$ cat config.mk
export PLATFORM = sky130hd
export DESIGN_NAME = grp_rr_arbiter
export DESIGN_NICKNAME = d
export VERILOG_FILES = /design/src/rtl/arb_pkg.sv /design/src/rtl/arbCtrl.sv /design/src/rtl/arbDatapath.sv /design/src/rtl/grp_rr_arbiter.sv
export SDC_FILE = /design/constraint.sdc
export NUM_CORES = 1
export LEC_CHECK = 0
export BUFFER_PORTS_ARGS = -buffer_cell sky130_fd_sc_hd__buf_2
export CAP_MARGIN = 5
export CORE_ASPECT_RATIO = 0.6
export CORE_UTILIZATION = 40
export CTS_CLUSTER_DIAMETER = 120
export DETAILED_ROUTE_END_ITERATION = 16
export PLACE_DENSITY_LB_ADDON = 0.25
export SLEW_MARGIN = 10
export SYNTH_ARGS = -nofsm -noshare
export SYNTH_HDL_FRONTEND = slang
export SYNTH_SLANG_ARGS = --single-unit
$ cat constraint.sdc
create_clock -name clk -period 7.3 [get_ports clk]
set_input_delay 0.73 -clock clk [delete_from_list [all_inputs] [get_ports clk]]
set_output_delay 0.73 -clock clk [all_outputs]
set_load 0.05 [all_outputs]
$ cat src/rtl/arb_pkg.sv
package arb_pkg;
  typedef struct packed {
    logic loadPrio;  // sample priority inputs at this edge
    logic advance;   // a grant completes at this edge
    logic hold;      // a burst lock is currently held
  } ctrlStrobe_t;
endpackage

$ cat src/rtl/arbCtrl.sv
module arbCtrl
  import arb_pkg::*;
#(
  parameter int N = 4,
  localparam int IDX_W = (N > 1) ? $clog2(N) : 1
) (
  input  logic             clk,
  input  logic             rstN,
  input  logic             burstMode,
  input  logic             beatValid,
  input  logic             beatLast,
  input  logic             anyGrant,
  input  logic [IDX_W-1:0] winIdx,
  output ctrlStrobe_t      strobe,
  output logic [IDX_W-1:0] holdIdx
);
  logic             lockQ;
  logic [IDX_W-1:0] lockIdxQ;
  logic             fire, lastBeat, lockNext;

  always_comb begin
    fire     = beatValid & anyGrant;             // no grant, no effect
    lastBeat = fire & beatLast;
    lockNext = lockQ ? ~lastBeat : (fire & burstMode & ~beatLast);
    strobe.hold     = lockQ;
    strobe.advance  = lockQ ? lastBeat : (fire & ~(burstMode & ~beatLast));
    strobe.loadPrio = ~lockNext;
    holdIdx = lockIdxQ;
  end

  always_ff @(posedge clk) begin
    if (!rstN) begin
      lockQ    <= 1'b0;
      lockIdxQ <= '0;
    end else begin
      lockQ <= lockNext;
      if (!lockQ && lockNext) lockIdxQ <= winIdx;
    end
  end
endmodule

$ cat src/rtl/arbDatapath.sv
module arbDatapath
  import arb_pkg::*;
#(
  parameter int N = 4,
  parameter int PRIO_W = 2,
  localparam int IDX_W = (N > 1) ? $clog2(N) : 1,
  localparam int NG = 1 << PRIO_W
) (
  input  logic                clk,
  input  logic                rstN,
  input  logic [N-1:0]        reqVec,
  input  logic [N*PRIO_W-1:0] prioIn,
  input  ctrlStrobe_t         strobe,
  input  logic [IDX_W-1:0]    holdIdx,
  output logic [N-1:0]        grant,
  output logic [IDX_W-1:0]    winIdx,
  output logic                anyGrant
);
  logic [PRIO_W-1:0] prioQ [N];
  logic [IDX_W-1:0]  ptrQ  [NG];
  logic [PRIO_W-1:0] minPrio;
  logic [N-1:0]      eligible;
  logic              winValid;
  logic [IDX_W-1:0]  grantIdx;

  // smallest held priority among requesters
  always_comb begin
    minPrio = '1;
    for (int i = 0; i < N; i++)
      if (reqVec[i] && prioQ[i] < minPrio) minPrio = prioQ[i];
    for (int i = 0; i < N; i++)
      eligible[i] = reqVec[i] && (prioQ[i] == minPrio);
  end

  // rotating scan from the group pointer
  always_comb begin
    winIdx   = '0;
    winValid = 1'b0;
    for (int off = 0; off < N; off++) begin
      int cand;
      cand = int'(ptrQ[minPrio]) + off;
      if (cand >= N) cand = cand - N;
      if (!winValid && eligible[cand]) begin
        winValid = 1'b1;
        winIdx   = IDX_W'(cand);
      end
    end
  end

  always_comb begin
    grantIdx = strobe.hold ? holdIdx : winIdx;
    anyGrant = strobe.hold | winValid;
    grant    = '0;
    if (anyGrant) grant[grantIdx] = 1'b1;
  end

  always_ff @(posedge clk) begin
    if (!rstN) begin
      for (int g = 0; g < NG; g++) ptrQ[g] <= '0;
    end else if (strobe.advance) begin
      ptrQ[prioQ[grantIdx]] <= (grantIdx == IDX_W'(N - 1)) ? '0 : grantIdx + 1'b1;
    end
  end

  generate
    for (genvar i = 0; i < N; i++) begin : gPrio
      always_ff @(posedge clk) begin
        if (!rstN) prioQ[i] <= '1;             // lowest priority
        else if (strobe.loadPrio) prioQ[i] <= prioIn[i*PRIO_W +: PRIO_W];
      end
    end
  endgenerate
endmodule

$ cat src/rtl/grp_rr_arbiter.sv
module grp_rr_arbiter
  import arb_pkg::*;
#(
  parameter int N = 4,
  parameter int PRIO_W = 2,
  localparam int IDX_W = (N > 1) ? $clog2(N) : 1
) (
  input  logic                clk,
  input  logic                rstN,
  input  logic [N-1:0]        reqVec,
  input  logic [N*PRIO_W-1:0] prioVec,
  input  logic                burstMode,
  input  logic                beatValid,
  input  logic                beatLast,
  output logic [N-1:0]        grant
);
  ctrlStrobe_t      strobe;
  logic [IDX_W-1:0] holdIdx, winIdx;
  logic             anyGrant;

  arbCtrl #(.N(N)) uCtrl (
    .clk(clk), .rstN(rstN), .burstMode(burstMode), .beatValid(beatValid),
    .beatLast(beatLast), .anyGrant(anyGrant), .winIdx(winIdx),
    .strobe(strobe), .holdIdx(holdIdx)
  );

  arbDatapath #(.N(N), .PRIO_W(PRIO_W)) uDp (
    .clk(clk), .rstN(rstN), .reqVec(reqVec), .prioIn(prioVec),
    .strobe(strobe), .holdIdx(holdIdx), .grant(grant),
    .winIdx(winIdx), .anyGrant(anyGrant)
  );
endmodule

==> results.md <==
- CTS buffer count: 3
- IO Pins: 21
- DP HPWL: around 5.2 mm
- Worst path bufs/invs: 3
- Total track usage: 0.236
- Die Wd: between 100 and 150 um
- Final WL: between 6 and 7 mm
- FFs w/ async S/R, synth: 0
- Share of cells above drive strength 1: 0.191
- Critical Path RT: roughly 6.6 ns
- Via count: 2,244
- Cell Area, Synth: 2310 um^2
- Startpoint Class: flip-flop
- Critical Path AT: between 6 and 7 ns
- Commonest non-fill, non-tap cell in the layout: buf_2
- DRC errors left: 0
- Post-CTS sizing: 0
- DR WL/cell: 18.2 um
- Final #Nets: a little over 300
- CP most frequent cell: ha_1
- Vias in the first global route: 2,044
- Die Span Y: slightly above 60 um
- HP Class: reg -> reg
- Final hold viol count: 0
- Stages on worst setup path: 22
- Critical path endpoint category: output pin
- CTS tree: done
- Layout overhead on the synthesized area: 8.40%
- Net count after synthesis: approximately 290
- # clock sinks: 19
- Critical path's slowest cell: a311oi_1
- Max Clock Skew: between 0.006 and 0.007 ns
- First-pass DRT Iterations: 5
- Setup repair bufs after CTS: 0
- GRT overflow: 0
- DR vias/cell: 6.20
- Clk_lat worst skew: about 0.27 ns
- Max cap viols: 0
- Crit Path Max Fanout: 13
- Distinct cell type count after synthesis: 80
- Starting DRC count in detailed routing: about 300
- Fmax: about 0.15 GHz
- Final period util: 0.933
- Status: finished clean
- Post-synth EDFFs: 16
- Most used DFF post-synth: edfxtp_1
- Starting Density: 0.415
- Post-route ant nets: 0
- Delay-heaviest family, CP: compound AO/OA/AOI/OAI gates
- Pins Over Slew Limit: 0
- Antenna diode count: 0
- Fin Setup TNS: 0 ns
- Critical-path cell list: nand2b_1 > o21ai_1 > ha_1 > nand2b_1 > a21o_1 > o21ba_1 > or2_4 > inv_4 > ha_1 > nand4bb_1 > nand3_1 > o211ai_1 > a311oi_1 > a21oi_1 > mux2i_1 > o21ai_0 > a211oi_1 > mux2i_2 > inv_1 > ha_1 > and2_1 > buf_2
- H-Tree Depth: 1
- Reg clk slew, reported paths: around 0.08 ns
- Setup violations, final: 0
- Routability cong.: a little under 1
- Initial antenna violation count: 0
- IO Port Bufs: 20
- Core ar.: ~5600 um^2
- CTS Hold Bufs: 0
- Syn Area/Cell: approximately 8.6 um^2
- Worst slew pin tran: roughly 0.76 ns
- Most frequent cells in the layout: buf_2 (20), nor2_1 (19), nand2_1 (19)
- Final worst path period need: ~7 ns
- Critical path's largest stage delay: between 0.6 and 0.7 ns
- First-pass GRT wire length: approximately 11 mm
- FF-to-FF path depth: 22
- Largest net degree at the start of global routing: 17
- Maximum clock path buffer count: 2
- Yosys reg bits: 19
- Unrepaired setup endpoints after global routing: false
- Sequential fraction of the synthesis area: 0.234
- Fillers: 560
- Syn Inst Count: 268
- Worst relative slew slack: 0.488
- Die ar.: 6090 um^2
- Hold Crit Depth: 2
- FP Rows: 21
- Critical path class: reg -> out
- Clock root cell: clkbuf_8
- Synth warnings: 0
==> stage by stage <==
| step | utilization | setup WS, ns | instances | hold slack (ns) | instance area (um^2) |
|---|---|---|---|---|---|
| floorplan | - | 1.86 | 268 | 0.455 | 2310 |
| global placement | 0.441 | 0.858 | 358 | 0.477 | 2450 |
| detailed placement | 0.441 | 0.714 | 358 | 0.484 | 2450 |
| CTS | 0.449 | 0.640 | 362 | 0.503 | 2500 |
| global route | 0.449 | 0.0852 | 362 | 0.555 | 2500 |
| finish | 0.449 | 0.492 | 362 | 0.500 | 2500 |
==> path summary, 6_finish.rpt <==
path                     from          endpoint  slack [ns]
max           uDp.prioQ[0][1]          grant[3]        0.49
min          uCtrl.holdIdx[0]  uCtrl.holdIdx[0]        0.50
max reg2reg   uDp.prioQ[0][1]    uDp.ptrQ[2][0]        1.20
min reg2reg  uCtrl.holdIdx[0]  uCtrl.holdIdx[0]        0.50
==> cell usage after synthesis, types with 4 or more instances <==
| master | instances | area (um^2) |
|---|---|---|
| nand2_1 | 19 | 71.3 |
| nor2_1 | 19 | 71.3 |
| inv_1 | 17 | 63.8 |
| edfxtp_1 | 16 | 480 |
| nor3_1 | 12 | 60.1 |
| o21ai_0 | 10 | 50.1 |
| a211oi_1 | 9 | 67.6 |
| mux2i_1 | 9 | 90.1 |
| nand3b_1 | 9 | 67.6 |
| a21oi_1 | 8 | 40.0 |
| and2_1 | 8 | 50.1 |
| a311oi_1 | 6 | 52.6 |
| ha_1 | 6 | 75.1 |
| a2111oi_1 | 5 | 50.1 |
| buf_2 | 5 | 25.0 |
| nand3_1 | 5 | 25.0 |
| a211o_1 | 4 | 35.0 |
| and3_1 | 4 | 25.0 |
| mux2_2 | 4 | 45.0 |
| nand2b_1 | 4 | 25.0 |
| o21a_1 | 4 | 30.0 |
==> cell type report <==
class	count	area, um^2	area share
Clock buffer	3	41.3	0.0165
Clock inverter	1	7.51	0.00300
Inverter	19	73.8	0.0295
Multi-Input combinational cell	219	1630	0.652
Sequential cell	19	541	0.216
Tap cell	80	100	0.0400
Timing Repair Buffer	21	108	0.0430
==> worst min-delay path, stage by stage (launching register included) <==
cell     delay [ns]
dfxtp_1        0.32
mux2i_1        0.07
nor2_1         0.07
==> routing by layer <==
metal / wire length, um / global-route usage / vias up
li1: - / - / 1086
met1: 3250 / 0.364 / 1035
met2: 2610 / 0.349 / 114
met3: 662 / 0.0242 / 9
met4: 70 / 0.0642 / 0
met5: 0 / 0 / -
==> cells by family (layout without fill, tap and decap cells) <==
kind of cell | after synthesis | in the layout | synth area share
AO/OA/AOI/OAI | 96 | 96 | 0.337
XOR/XNOR | 1 | 1 | 0.00379
adder cells (fa/ha/maj) | 6 | 6 | 0.0325
buffers and inverters | 30 | 44 | 0.0590
flip-flops | 19 | 19 | 0.234
multiplexers | 17 | 17 | 0.0872
AND/OR/NAND/NOR | 99 | 99 | 0.246
==> registers in the layout, indices dropped and copies added, names as in the netlist <==
name           count
uDp.ptrQ           8
uDp.prioQ          8
uCtrl.holdIdx      2
uCtrl.lockQ        1
Power is not shown: default switching activity piles up to over one toggle a cycle in this logic, so the estimate is an artifact.
